[config.mk]
export PLATFORM = sky130hd
export DESIGN_NAME = smbus_cfg_slave
export DESIGN_NICKNAME = d
export VERILOG_FILES = /design/src/rtl/smbcfg_pkg.sv /design/src/rtl/smbcfg_sync_edge.sv /design/src/rtl/smbcfg_regbank.sv /design/src/rtl/smbcfg_link.sv /design/src/rtl/smbus_cfg_slave.sv
export SDC_FILE = /design/constraint.sdc
export NUM_CORES = 1
export LEC_CHECK = 0
export BUFFER_PORTS_ARGS = -buffer_cell sky130_fd_sc_hd__clkbuf_2
export CAP_MARGIN = 25
export CORE_MARGIN = 4
export CORE_UTILIZATION = 35
export CTS_BUF_LIST = sky130_fd_sc_hd__clkbuf_4
export DETAILED_ROUTE_END_ITERATION = 10
export SYNTH_ARGS = -nofsm -noshare
export SYNTH_HDL_FRONTEND = slang
export SYNTH_HIERARCHICAL = 1
export SYNTH_SLANG_ARGS = --single-unit
[constraint.sdc]
create_clock -name clk -period 4.2 [get_ports clk]
set_input_delay 0.63 -clock clk [delete_from_list [all_inputs] [get_ports clk]]
set_output_delay 0.63 -clock clk [all_outputs]
set_load 0.05 [all_outputs]
[src/rtl/smbcfg_pkg.sv]
package smbcfg_pkg;

    localparam int REG_COUNT    = 22;
    localparam int OFF_W        = 7;
    localparam int IDX_W        = $clog2(REG_COUNT);
    localparam int CFG_W        = 8 * REG_COUNT;
    localparam int HW_DIV_FIRST = 4;
    localparam int HW_DIV_BYTES = 6;
    localparam int HW_DIV_W     = 8 * HW_DIV_BYTES;
    localparam int HW_STAT_IDX  = 10;
    localparam int HW_STAT_W    = 5;
    localparam int COUNT_IDX    = 15;

    typedef enum logic [2:0] {
        ST_IDLE,
        ST_ADDR,
        ST_ACK,
        ST_RX,
        ST_TX,
        ST_TXACK,
        ST_WAIT
    } link_state_t;

    typedef enum logic [1:0] {
        PH_CMD,
        PH_COUNT,
        PH_DATA
    } rx_phase_t;

    // power-up value of each byte
    function automatic logic [7:0] reg_default(input int idx);
        case (idx)
            0:       return 8'hEF;
            1:       return 8'hC0;
            2:       return 8'hFF;
            3:       return 8'h30;
            11:      return 8'h81;
            12:      return 8'hA0;
            15:      return 8'h16;
            16:      return 8'h40;
            default: return 8'h00;
        endcase
    endfunction

    // bits a bus write may change
    function automatic logic [7:0] reg_wmask(input int idx);
        case (idx)
            0, 2, 15, 17, 18, 20, 21: return 8'hFF;
            1:       return 8'hF8;
            3:       return 8'h37;
            16:      return 8'hC0;
            19:      return 8'h3F;
            default: return 8'h00;
        endcase
    endfunction

    function automatic logic [CFG_W-1:0] rw_bits();
        logic [CFG_W-1:0] m;
        m = '0;
        for (int i = 0; i < REG_COUNT; i++) m[8*i +: 8] = reg_wmask(i);
        return m;
    endfunction

endpackage

[src/rtl/smbcfg_sync_edge.sv]
module smbcfg_sync_edge #(
    parameter int STAGES = 2
) (
    input  logic clk,
    input  logic rst_n,
    input  logic scl_i,
    input  logic sda_i,
    output logic sda_s,
    output logic scl_rise,
    output logic scl_fall,
    output logic bus_start,
    output logic bus_stop
);

    logic [STAGES-1:0] scl_q;
    logic [STAGES-1:0] sda_q;
    logic              scl_p;
    logic              sda_p;
    logic              scl_s;

    always_ff @(posedge clk or negedge rst_n) begin
        if (!rst_n) begin
            scl_q <= '1;
            sda_q <= '1;
            scl_p <= 1'b1;
            sda_p <= 1'b1;
        end else begin
            scl_q <= {scl_q[STAGES-2:0], scl_i};
            sda_q <= {sda_q[STAGES-2:0], sda_i};
            scl_p <= scl_q[STAGES-1];
            sda_p <= sda_q[STAGES-1];
        end
    end

    assign scl_s     = scl_q[STAGES-1];
    assign sda_s     = sda_q[STAGES-1];
    assign scl_rise  = scl_s & ~scl_p;
    assign scl_fall  = ~scl_s & scl_p;
    assign bus_start = scl_s & scl_p & sda_p & ~sda_s;
    assign bus_stop  = scl_s & scl_p & ~sda_p & sda_s;

endmodule

[src/rtl/smbcfg_regbank.sv]
module smbcfg_regbank
    import smbcfg_pkg::*;
(
    input  logic                 clk,
    input  logic                 rst_n,
    input  logic                 wr_en,
    input  logic [OFF_W-1:0]     wr_off,
    input  logic [7:0]           wr_data,
    input  logic [OFF_W-1:0]     rd_off,
    output logic [7:0]           rd_data,
    input  logic [HW_DIV_W-1:0]  hw_div,
    input  logic [HW_STAT_W-1:0] hw_stat,
    output logic [CFG_W-1:0]     cfg_bytes
);

    logic [7:0] bytes_w [REG_COUNT];

    for (genvar i = 0; i < REG_COUNT; i++) begin : g_reg
        localparam logic [7:0] WM = reg_wmask(i);
        localparam logic [7:0] DV = reg_default(i);
        if (WM != 8'h00) begin : g_rw
            logic [7:0] q;
            always_ff @(posedge clk or negedge rst_n) begin
                if (!rst_n) begin
                    q <= DV;
                end else if (wr_en && wr_off == OFF_W'(i)) begin
                    q <= (q & ~WM) | (wr_data & WM);
                end
            end
            assign bytes_w[i] = q;
        end else if (i >= HW_DIV_FIRST && i < HW_DIV_FIRST + HW_DIV_BYTES) begin : g_div
            assign bytes_w[i] = hw_div[8*(i-HW_DIV_FIRST) +: 8];
        end else if (i == HW_STAT_IDX) begin : g_stat
            assign bytes_w[i] = {hw_stat, {(8-HW_STAT_W){1'b0}}};
        end else begin : g_const
            assign bytes_w[i] = DV;
        end
        assign cfg_bytes[8*i +: 8] = bytes_w[i];
    end

    always_comb begin
        rd_data = 8'hFF;
        if (rd_off < OFF_W'(REG_COUNT)) rd_data = bytes_w[rd_off[IDX_W-1:0]];
    end

endmodule

[src/rtl/smbcfg_link.sv]
module smbcfg_link
    import smbcfg_pkg::*;
#(
    parameter logic [6:0] DEV_ADDR = 7'h69
) (
    input  logic             clk,
    input  logic             rst_n,
    input  logic             sda_s,
    input  logic             scl_rise,
    input  logic             scl_fall,
    input  logic             bus_start,
    input  logic             bus_stop,
    input  logic [7:0]       rd_data,
    output logic [OFF_W-1:0] rd_off,
    output logic             wr_en,
    output logic [OFF_W-1:0] wr_off,
    output logic [7:0]       wr_data,
    output logic             sda_oe,
    output link_state_t      state_o
);

    link_state_t      state, state_d;
    rx_phase_t        phase;
    logic [7:0]       shreg;
    logic [3:0]       bitcnt;
    logic [OFF_W-1:0] ptr;
    logic             tx_after;
    logic             cnt_pend;
    logic             mack;
    logic             addr_hit;
    logic             byte_done;
    logic [OFF_W-1:0] ptr_inc;

    assign addr_hit  = (shreg[7:1] == DEV_ADDR);
    assign byte_done = scl_fall && (bitcnt == 4'd8);
    assign ptr_inc   = (ptr == {OFF_W{1'b1}}) ? ptr : ptr + 1'b1;

    // next state
    always_comb begin
        state_d = state;
        if (bus_stop) begin
            state_d = ST_IDLE;
        end else if (bus_start) begin
            state_d = ST_ADDR;
        end else begin
            unique case (state)
                ST_IDLE:  state_d = ST_IDLE;
                ST_WAIT:  state_d = ST_WAIT;
                ST_ADDR:  if (byte_done) state_d = addr_hit ? ST_ACK : ST_WAIT;
                ST_ACK:   if (scl_fall) state_d = tx_after ? ST_TX : ST_RX;
                ST_RX:    if (byte_done) state_d = ST_ACK;
                ST_TX:    if (scl_fall && bitcnt == 4'd7) state_d = ST_TXACK;
                ST_TXACK: if (scl_fall) state_d = mack ? ST_TX : ST_WAIT;
                default:  state_d = ST_IDLE;
            endcase
        end
    end

    // state register
    always_ff @(posedge clk or negedge rst_n) begin
        if (!rst_n) state <= ST_IDLE;
        else        state <= state_d;
    end

    // datapath
    always_ff @(posedge clk or negedge rst_n) begin
        if (!rst_n) begin
            phase    <= PH_CMD;
            shreg    <= '0;
            bitcnt   <= '0;
            ptr      <= '0;
            tx_after <= 1'b0;
            cnt_pend <= 1'b0;
            mack     <= 1'b0;
        end else if (bus_start || bus_stop) begin
            bitcnt   <= '0;
            cnt_pend <= 1'b0;
        end else begin
            unique case (state)
                ST_IDLE, ST_WAIT: begin
                    bitcnt <= '0;
                end
                ST_ADDR: begin
                    if (scl_rise) begin
                        shreg  <= {shreg[6:0], sda_s};
                        bitcnt <= bitcnt + 4'd1;
                    end
                    if (byte_done) begin
                        tx_after <= shreg[0];
                        cnt_pend <= shreg[0] & ~phase_is_idx;
                        phase    <= PH_CMD;
                    end
                end
                ST_ACK: begin
                    if (scl_fall) begin
                        bitcnt <= '0;
                        if (tx_after) shreg <= rd_data;
                    end
                end
                ST_RX: begin
                    if (scl_rise) begin
                        shreg  <= {shreg[6:0], sda_s};
                        bitcnt <= bitcnt + 4'd1;
                    end
                    if (byte_done) begin
                        tx_after <= 1'b0;
                        unique case (phase)
                            PH_CMD: begin
                                ptr   <= shreg[7] ? shreg[6:0] : '0;
                                phase <= shreg[7] ? PH_DATA : PH_COUNT;
                            end
                            PH_COUNT: phase <= PH_DATA;
                            PH_DATA:  ptr   <= ptr_inc;
                            default:  phase <= PH_CMD;
                        endcase
                    end
                end
                ST_TX: begin
                    if (scl_fall && bitcnt != 4'd7) begin
                        shreg  <= {shreg[6:0], 1'b0};
                        bitcnt <= bitcnt + 4'd1;
                    end
                end
                ST_TXACK: begin
                    if (scl_rise) begin
                        mack <= ~sda_s;
                        if (!sda_s) begin
                            if (cnt_pend) cnt_pend <= 1'b0;
                            else          ptr      <= ptr_inc;
                        end
                    end
                    if (scl_fall) begin
                        bitcnt <= '0;
                        if (mack) shreg <= rd_data;
                    end
                end
                default: bitcnt <= '0;
            endcase
        end
    end

    // access mode kept from the last command: indexed when the command's top bit was set
    logic phase_is_idx;
    logic idx_mode;
    always_ff @(posedge clk or negedge rst_n) begin
        if (!rst_n)                                         idx_mode <= 1'b1;
        else if (state == ST_RX && byte_done && phase == PH_CMD && !bus_start && !bus_stop)
                                                            idx_mode <= shreg[7];
    end
    assign phase_is_idx = idx_mode;

    // outputs
    always_comb begin
        wr_en   = (state == ST_RX) && byte_done && (phase == PH_DATA) && !bus_start && !bus_stop;
        wr_off  = ptr;
        wr_data = shreg;
        rd_off  = cnt_pend ? OFF_W'(COUNT_IDX) : ptr;
        sda_oe  = (state == ST_ACK) || ((state == ST_TX) && !shreg[7]);
        state_o = state;
    end

endmodule

[src/rtl/smbus_cfg_slave.sv]
module smbus_cfg_slave
    import smbcfg_pkg::*;
#(
    parameter logic [6:0] DEV_ADDR    = 7'h69,
    parameter int         SYNC_STAGES = 2
) (
    input  logic                 clk,
    input  logic                 rst_n,
    input  logic                 scl_i,
    input  logic                 sda_i,
    output logic                 sda_oe,
    input  logic [HW_DIV_W-1:0]  hw_div,
    input  logic [HW_STAT_W-1:0] hw_stat,
    output logic [CFG_W-1:0]     cfg_bytes
);

    logic             sda_s;
    logic             scl_rise;
    logic             scl_fall;
    logic             bus_start;
    logic             bus_stop;
    logic [7:0]       rd_data;
    logic [OFF_W-1:0] rd_off;
    logic             wr_en;
    logic [OFF_W-1:0] wr_off;
    logic [7:0]       wr_data;
    link_state_t      state_w;

    smbcfg_sync_edge #(.STAGES(SYNC_STAGES)) u_sync (
        .clk       (clk),
        .rst_n     (rst_n),
        .scl_i     (scl_i),
        .sda_i     (sda_i),
        .sda_s     (sda_s),
        .scl_rise  (scl_rise),
        .scl_fall  (scl_fall),
        .bus_start (bus_start),
        .bus_stop  (bus_stop)
    );

    smbcfg_link #(.DEV_ADDR(DEV_ADDR)) u_link (
        .clk       (clk),
        .rst_n     (rst_n),
        .sda_s     (sda_s),
        .scl_rise  (scl_rise),
        .scl_fall  (scl_fall),
        .bus_start (bus_start),
        .bus_stop  (bus_stop),
        .rd_data   (rd_data),
        .rd_off    (rd_off),
        .wr_en     (wr_en),
        .wr_off    (wr_off),
        .wr_data   (wr_data),
        .sda_oe    (sda_oe),
        .state_o   (state_w)
    );

    smbcfg_regbank u_bank (
        .clk       (clk),
        .rst_n     (rst_n),
        .wr_en     (wr_en),
        .wr_off    (wr_off),
        .wr_data   (wr_data),
        .rd_off    (rd_off),
        .rd_data   (rd_data),
        .hw_div    (hw_div),
        .hw_stat   (hw_stat),
        .cfg_bytes (cfg_bytes)
    );

endmodule

==> Word level (Yosys, flattened, before mapping) <==
Cells that the tools add are included.
{ "totals": {"elab_cells": 186, "mem_bits_rw": 0, "latch_bits": 0, "reg_bits": 122, "input_bits": 57, "memories": 0, "mem_bits_ro": 0} }
{ "op_classes": {"bitwise": 19, "reduce_logical": 43, "add_sub_neg": 2, "eq_ne": 47, "muxes": 49, "magnitude_cmp": 2, "n_shift": 0, "div_mod_pow": 0, "multipliers": 0} }
{ "ops": {"columns": ["op", "n"], "rows": [
  ["$mux W8", 9],
  ["$mux W7", 7],
  ["$eq A7 B5 Y1 const B", 6],
  ["$bmux W8 S5", 1],
  ["$pmux W8 S4", 1],
  ["$pmux W7 S2", 2],
  ["$mux W3", 9],
  ["$logic_and A1 B1 Y1", 22],
  ["$ne A4 B1 Y1 const B", 5],
  ["$pmux W3 S6", 1],
  ["$mux W4", 4],
  ["$ne A2 B1 Y1 const B", 8],
  ["$or A8 B6 Y8", 2],
  ["$eq A7 B2 Y1 const B", 2],
  ["$eq A7 B7 Y1 const B", 2],
  ["$ne A3 B1 Y1 const B", 4],
  ["$pmux W4 S3", 1],
  ["$reduce_and A5 Y1", 2],
  ["$eq A3 B3 Y1 const B", 3],
  ["$and A1 B1 Y1", 8],
  ["$mux W2", 4],
  ["$ne A2 B2 Y1 const B", 4],
  ["$or A3 B8 Y8", 1],
  ["$or A6 B8 Y8", 1],
  ["other kinds (33)", 53]
]} }

==> Longest topological paths before layout <==
Gate-level depths: netlist of run 1.
{ "logic_depth": {"word_depth": 9, "depth_mapped": 11} }

==> Modules after synthesis <==
Netlist of run 1, hierarchy kept.
{ "by_module_without_submodules": {"columns": ["mod", "area_each_um2", "seq_area_each_um2", "cells_per_inst", "instances"], "rows": [
  ["smbcfg_regbank", 4974.8, 1880.6, 443, 1],
  ["smbcfg_link", 1851.8, 701.9, 204, 1],
  ["smbcfg_sync_edge", 190.2, 157.7, 10, 1]
]} }

==> Worst setup path after synthesis of run 1 <==
No wires, ideal clock.
{ "synth_path": {"kind": "register to register", "start": "reg u_sync.scl_p", "end": "reg u_bank.g_reg[18].g_rw.q[0]", "required_time_ns": 4.075, "t_arrival_ns": 2.944, "setup_ns": 0.125, "period_less_slack_ns": 3.068, "path_stages_with_launch": 11, "path_buffers": 2, "path_slack_ns": 1.132, "path_cell_list": "dfstp_2 nor2b_1 and4b_1 clkbuf_1 nand2_1 nor4b_1 or3b_1 buf_2 or3_4 nor2_8 mux2_2"} }
{ "synth_between": {"elab_chain_len": 7, "word_cells_on_any_way": 14, "classes_between": "bitwise (6); reduce/logical (8)"} }
{ "synth_lines": {"columns": ["element", "line", "text"], "rows": [
  ["start, declared", "smbcfg_sync_edge.sv:17", "logic scl_p;"],
  ["start signal, assigned", "smbcfg_sync_edge.sv:30", "scl_p <= scl_q[STAGES-1];"],
  ["$and A1 B1 Y1", "smbcfg_sync_edge.sv:38", "assign scl_fall = ~scl_s & scl_p;"],
  ["via scl_fall", "smbus_cfg_slave.sv:19", "logic scl_fall;"],
  ["$logic_and A1 B1 Y1", "smbcfg_link.sv:35", "assign byte_done = scl_fall && (bitcnt == 4'd8);"],
  ["$logic_and A1 B1 Y1 (4 in a row)", "smbcfg_link.sv:154", "wr_en = (state == ST_RX) && byte_done && (phase == PH_DATA) && !bus_start && !bus_stop;"],
  ["via wr_en", "smbus_cfg_slave.sv:24", "logic wr_en;"],
  ["$logic_and A1 B1 Y1", "smbcfg_regbank.sv:26", "end else if (wr_en && wr_off == OFF_W'(i)) begin"],
  ["end signal, assigned", "smbcfg_regbank.sv:27", "q <= (q & ~WM) | (wr_data & WM);"],
  ["end, declared", "smbcfg_regbank.sv:22", "logic [7:0] q;"]
]} }
The timed path passes the listed nets, and every way through them passes these cells.
A chain may end at the register's enable or synchronous reset.

==> Worst setup path in the final report of run 1 <==
{ "layout_path": {"start": "reg u_sync.scl_p", "end": "reg u_bank.g_reg[18].g_rw.q[6]"} }
Same word-level chain as after synthesis.

==> results of run 1 <==
## logic make-up (layout without fill, tap and decap cells)
group | count (synthesis) | in the layout | synth area share, %
buf+inv | 149 | 226 | 13.7
simple gates | 136 | 136 | 12.1
mux | 131 | 131 | 21.5
compound gates | 128 | 128 | 13.0
flops | 108 | 108 | 39.1
fa+ha+maj | 3 | 3 | 0.535
other cells | 2 | 50 | 0.107
## power by group through the flow
| stage | registers (W) | clock network, W | logic (W) |
|---|---|---|---|
| after global placement | 0.00150 | 0 | 0.00223 |
| after CTS | 0.00148 | 0.000563 | 0.00225 |
| after floorplan | 0.00131 | 0 | 0.00185 |
| final | 0.00149 | 0.000549 | 0.00227 |
| after global routing | 0.00151 | 0.000611 | 0.00248 |
| after detailed placement | 0.00150 | 0 | 0.00224 |
## worst max-delay path, stage by stage (launching register included)
cell and delay (ns):
dfstp_2 0.57, nor2b_1 0.32, and4b_1 0.41, nand2_1 0.11, nor4b_1 0.32, or3b_1 0.55
or3_4 0.46, nor2_8 0.22, mux2_2 0.35
## worst paths after layout
kind	start	to	slack (ns)	depth (start not counted)
min in group asynchronous	rst_n	u_link/state_o[2]$_DFFE_PN0P_	0.23	1
max reg2reg	u_sync/scl_p$_DFF_PN1_	u_bank/g_reg[18].g_rw.q[6]$_DFFE_PN0P_	0.80	8
max	u_sync/scl_p$_DFF_PN1_	u_bank/g_reg[18].g_rw.q[6]$_DFFE_PN0P_	0.80	8
min reg2reg	u_sync/sda_q[0]$_DFF_PN1_	u_sync/sda_q[1]$_DFF_PN1_	0.38	0
min	scl_i	u_sync/scl_q[0]$_DFF_PN1_	0.21	1
max in group asynchronous	rst_n	u_link/idx_mode$_DFFE_PN1P_	3.06	2
## registers in the layout, indices dropped and copies added (netlist names), 2 cells and up
signal	flops
u_link/bitcnt	4
u_bank/g.g_rw.q	74
u_sync/scl_q	2
u_link/phase	2
u_link/wr_off	7
u_link/state_o	3
u_link/wr_data	8
u_sync/sda_q	2
## routing by layer
layer | share of wire (%) | up-vias | track usage, % | wire length (um)
met3 | 8.6 | 21 | 4.18 | 1730
met5 | 0.064 | - | 0 | 13
li1 | - | 2498 | - | -
met2 | 47 | 246 | 28.6 | 9470
met1 | 44 | 2734 | 24.8 | 8830
met4 | 1.1 | 2 | 3.62 | 223
## stage by stage
stage | area (um2) | hold WS, ns | std cells
floorplan | 7190 | 0.334 | 704
global placement | 7620 | 0.356 | 1028
detailed placement | 7630 | 0.356 | 1029
CTS | 7770 | 0.176 | 1045
global route | 7780 | 0.167 | 1047
finish | 7780 | 0.209 | 1047
## final cells by class
type	instances	area, um2	share of cell area (%)
antenna	1	2.50	0.0321
clock buffer	9	67.6	0.868
clock inverter	7	78.8	1.01
tap	265	332	4.26
multi-input combinational	447	3490	44.8
timing repair buffer	198	1030	13.2
inverter	12	45.0	0.579
sequential	108	2740	35.2
## synth_stat cells (9+ instances only)
cell type  count
buf_4        103
buf_2         13
nor2_1        19
dfstp_2       30
inv_1         12
a221o_1       10
nor2b_1       16
dfrtp_1       78
nand2_1       27
mux2_2       103
a21oi_1       23
o21ai_0       25
nand3_1       15
clkbuf_1      16
a31oi_1        9
mux2i_1       21
==> reports/metrics.yaml, run 1 <==
final_common_cell: "clkbuf_2"
ys_dominant_reg_cell: "dfrtp_1"
crit_path_start_kind: "flip-flop"
end_kind: "flip-flop"
async_flop_share_pct: 100
yosys-top-cells-area: "dfrtp_1 (28%), mux2_2 (17%), dfstp_2 (11%)"
drt_wl_total_um: 20300
dieHeight_um: 150
wl_per_cell_um: 19.4
cts_buffers: 9
cts_tree: "done"
final_cell_mix: "clkbuf_2 (183), mux2_2 (103), dfrtp_1 (78)"
cts_hold_buf: 0
syn_to_final_growth_pct: 10.9
antenna_found_initial: 2
maxSlewViolCount: 0
nets: 836
p_per_area_nw_per_um2: 553
clk_pin_slew_ns: 0.17
fin_crit_sh_pct: 80.9
fin_crit_ns: 3.40
dp_worst_setup_slack_ns: 0.818
rows: 51
cts.path.max_buffers: 2
dr.first_iter.drc_count: 334
fmax_mhz: 294
nFillCells: 1988
viasPerCell: 5.25
finalClockSkew_ns: 0.0321
intPower_w: 0.00217
max_slew_margin_pct: 41.1
status: "completed"
grt_use_total_pct: 17.8
seqPwrFrac_pct: 34.5
tightest_slew_ns: 0.883
rsz0062_at_grt: "false"
start_util_pct: 35.8
gp_congestion: 0.817
fin_ws_ns: 0.801
drc: 0
io_pins: 234
h-tree-depth: 3
post_cts_buffers: 0
pwr-share-clk_pct: 12.8
firstDrtPassIters: 4
grt_pass1_vias: 5184
synth_enable_flop_cells: 0
yosys.cell_types.count: 73
dieArea_um2: 22400
netlist_instances: 657
finalSetupViolCount: 0
synth_warnings: 6
switching_share_pct: 49.7
core_um2: 19600
synth-seq-cells: 108
grt.overflow.total: 0
synth_top_area_share_pct: 27.8
ant_nets: 0
yosysTopAreaCell: "dfrtp_1"
crit_fanout: 8
vias: 5501
dpl.hpwl_um: 14900
grt_max_degree: 67
critPathKind: "flip-flop to flip-flop"
utilization_pct: 39.7
root_buffer: "clkbuf_4"
io_buffers: 184
p_leak_nw: 3.80
pwr-share-comb_pct: 52.7
fin_tns_setup_ns: 0
layout-drive-gt1-share_pct: 47.8
synth.avg_cell_area_um2: 10.7
post_cts_resized: 0
synth_area_um2: 7020
hp-class: "input pin to flip-flop"
cts_sinks: 108
peakVddDrop_uv: 213
finalHoldViolCount: 0
fin_total_pwr_w: 0.00430
worstPathArrival_ns: 3.79
power_switching_w: 0.00214
synth_sequential_area_ratio_pct: 39.1
die_w_um: 150
grt_pass1_wl_um: 30800
clock_latency_ns: 0.50
worstPathRequired_ns: 4.59
maxCapViolCount: 0
Note: power is estimated with default switching activity, not from simulation.
==> inputs of run 2 (changes only) <==
Settings changed: ABC_AREA from default to 1.
Clock period 4.2 ns to 3.6 ns, I/O delays scaled along.
==> run 2 against run 1 <==
Against the previous run: wire length grew 15%; via count increased by 28%; setup slack worse by 0.069 ns; die area rose by 1.7%; worst hold slack worse by 0.13 ns; utilization grew 0.12 points; sequential share of layout area fell by 0.45 points; synthesized area rose by 1.7%; sequential power hardly changed; critical endpoint is now u_link/wr_data[7]$_DFFE_PN0P_; largest power group unchanged.
==> reports/metrics.yaml, run 2 <==
status: "completed"
dpl.hpwl_um: 18000  # +21%
antenna_found_initial: 1  # -1
maxSlewViolCount: 0  # unchanged
max_slew_margin_pct: 51.8  # +11 points
fin_tns_setup_ns: 0  # unchanged
ys_dominant_reg_cell: "dfrtp_1"
synthTopCellsByCount: "nand2_1 (380), buf_4 (102), o21ai_1 (85)"
synth_area_um2: 7140  # +1.7%
tightest_slew_ns: 0.723  # -0.160 ns
cts_hold_buf: 0  # unchanged
crit_path_start_kind: "flip-flop"
layout-drive-gt1-share_pct: 24.6  # -23 points
fmax_mhz: 349  # +19%
rows: 51  # unchanged
final_common_cell: "nand2_1"
wl_per_cell_um: 16.6  # -14%
finalHoldViolCount: 0  # unchanged
synth_enable_flop_cells: 0  # unchanged
dp_worst_setup_slack_ns: 0.861  # +0.0425 ns
viasPerCell: 5.00  # -4.9%
cts_tree: "done"
finalSetupViolCount: 0  # unchanged
peakVddDrop_uv: 272  # +27%
cts.path.max_buffers: 2  # unchanged
h-tree-depth: 3  # unchanged
grt.overflow.total: 0  # unchanged
fin_total_pwr_w: 0.00459  # +6.7%
end_kind: "flip-flop"
drt_wl_total_um: 23300  # +15%
crit_family: "simple AND/OR/NAND/NOR gates"
yosys.cell_types.count: 36  # -51%
crit_fanout: 22  # +14
multi_input_area_um2: 3390  # -2.8%
grt_max_degree: 56  # -16%
grt_pass1_wl_um: 35600  # +15%
vias: 7028  # +28%
netlist_instances: 1015  # +54%
hold_slack_ns: 0.0770  # -0.132 ns
synth_warnings: 6  # unchanged
critPathKind: "flip-flop to flip-flop"
clk_pin_slew_ns: 0.18  # about the same
yosysTopAreaCell: "dfrtp_1"
die_w_um: 151  # +0.82%
rsz0062_at_grt: "false"
post_cts_buffers: 0  # unchanged
nFillCells: 2160  # +8.7%
root_buffer: "clkbuf_4"
firstDrtPassIters: 4  # unchanged
synth_sequential_area_ratio_pct: 38.4  # -0.67 points
synth_most_common_cell: "nand2_1"
dieHeight_um: 151  # +0.82%
cts_sinks: 108  # unchanged
grt_use_total_pct: 20.2  # +2.4 points
path_buf_inv: 3  # +3
hp-class: "input pin to async pin"
worstPathArrival_ns: 3.29  # -0.50 ns
top_register: "u_bank/g.g_rw.q"
cts_buffers: 9  # unchanged
fin_crit_ns: 2.87  # -0.531 ns
utilization_pct: 39.9  # +0.12 points
grt_pass1_vias: 6324  # +22%
nets: 1195  # +43%
crit_top_cell: "nand2_1"
fin_crit_sh_pct: 79.7  # -1.3 points
async_flop_share_pct: 100  # unchanged
dieArea_um2: 22700  # +1.7%
synth.avg_cell_area_um2: 7.03  # -34%
syn_to_final_growth_pct: 10.4
yosys-top-cells-area: "dfrtp_1 (27%), nand2_1 (20%), dfstp_2 (11%)"
gp_congestion: 0.870  # +6.5%
start_util_pct: 36.1  # +0.27 points
maxCapViolCount: 0  # unchanged
finalClockSkew_ns: 0.0351  # +0.00294 ns
p_per_area_nw_per_um2: 582  # +5.3%
drc: 0  # unchanged
largest_reg_flops: 74  # unchanged
synth-seq-cells: 108  # unchanged
p_leak_nw: 4.11  # +8.1%
worstPathCellList: "inv_1 -> nand2_1 -> buf_4 -> nand2_1 -> inv_2 -> o21ai_1 -> nand3_1 -> nor2_1 -> nor2_1 -> nand2_1 -> nand2_1 -> nand4_1 -> nand2_1 -> nand3_1 -> nand2_1"
post_cts_resized: 0  # unchanged
worstPathRequired_ns: 4.02  # -0.57 ns
ant_nets: 0  # unchanged
io_pins: 234  # unchanged
clock_latency_ns: 0.49  # about the same
core_um2: 19800  # +0.98%
synth_top_area_share_pct: 27.3  # -0.48 points
final_cell_mix: "nand2_1 (380), clkbuf_2 (183), o21ai_1 (85)"
max_stage_delay_ns: 0.58  # about the same
dr.first_iter.drc_count: 620  # +86%
crit_slowest_cell: "dfrtp_1"
io_buffers: 184  # unchanged
fin_ws_ns: 0.732  # -0.0690 ns
ff_latch_area_um2: 2740  # unchanged
==> run 2: changes by cell type in the layout (fill, tap and decap cells not counted), sizes merged, moves of 10 or more <==
cell,change
mux2,-105
nand4,+22
inv,+61
o21ai,+75
a221o,-10
nor2,+24
nand3,+71
nand2,+361
mux2i,-21
nor2b,-17
==> run 2: final timing paths <==
check,start,to,slack [ns],depth (start not counted)
min in group clk,sda_i,u_sync/sda_q[0]$_DFF_PN1_,0.14,1
max in group asynchronous,rst_n,u_bank/g_reg[15].g_rw.q[2]$_DFFE_PN1P_,2.71,2
worst max register to register,u_link/wr_off[0]$_DFFE_PN0P_,u_link/wr_data[7]$_DFFE_PN0P_,0.73,15
worst max-delay path,u_link/wr_off[0]$_DFFE_PN0P_,u_link/wr_data[7]$_DFFE_PN0P_,0.73,15
worst min register to register,u_sync/scl_q[0]$_DFF_PN1_,u_sync/scl_q[1]$_DFF_PN1_,0.37,0
worst min-delay path,rst_n,u_bank/g_reg[18].g_rw.q[5]$_DFFE_PN0P_,0.08,1
==> run 2: routing by layer <==
metal | GRT usage (%) | up-vias | part of all wire (%)
met5 | 0 | - | 0
met1 | 28.3 | 3285 | 44
met4 | 6.71 | 0 | 2.2
met3 | 2.78 | 33 | 8.5
li1 | - | 3369 | -
met2 | 32.3 | 341 | 46
==> run 2: where the power goes <==
group / internal [W] / leakage (nW) / total (W) / switching, W
logic: 0.000679 / 2.66 / 0.00251 / 0.00183
registers: 0.00131 / 1.38 / 0.00149 / 0.000177
clock network: 0.000159 / 0.0705 / 0.000589 / 0.000430
total: 0.00215 / 4.11 / 0.00459 / 0.00244
==> run 2: cell families after synthesis <==
| logic type | share of synthesized area, % |
|---|---|
| buf+inv | 16.5 |
| compound gates | 9.62 |
| flops | 38.4 |
| fa+ha+maj | 0.526 |
| other cells | 0.105 |
| xor+xnor | 0.368 |
| simple gates | 34.5 |
==> run 2: per-stage QoR <==
step / instances / instance area [um2]
detailed placement: 1389 / 7760
finish: 1406 / 7890
global placement: 1389 / 7760
floorplan: 1062 / 7320
global route: 1406 / 7890
CTS: 1405 / 7880
==> run 2: final cells by class <==
type	instances	area share [%]
Multi-Input combinational cell	748	43.0
Sequential cell	108	34.8
Timing Repair Buffer	194	12.8
Tap cell	265	4.21
Inverter	74	3.55
Clock buffer	10	0.952
Clock inverter	6	0.635
Antenna cell	1	0.0317
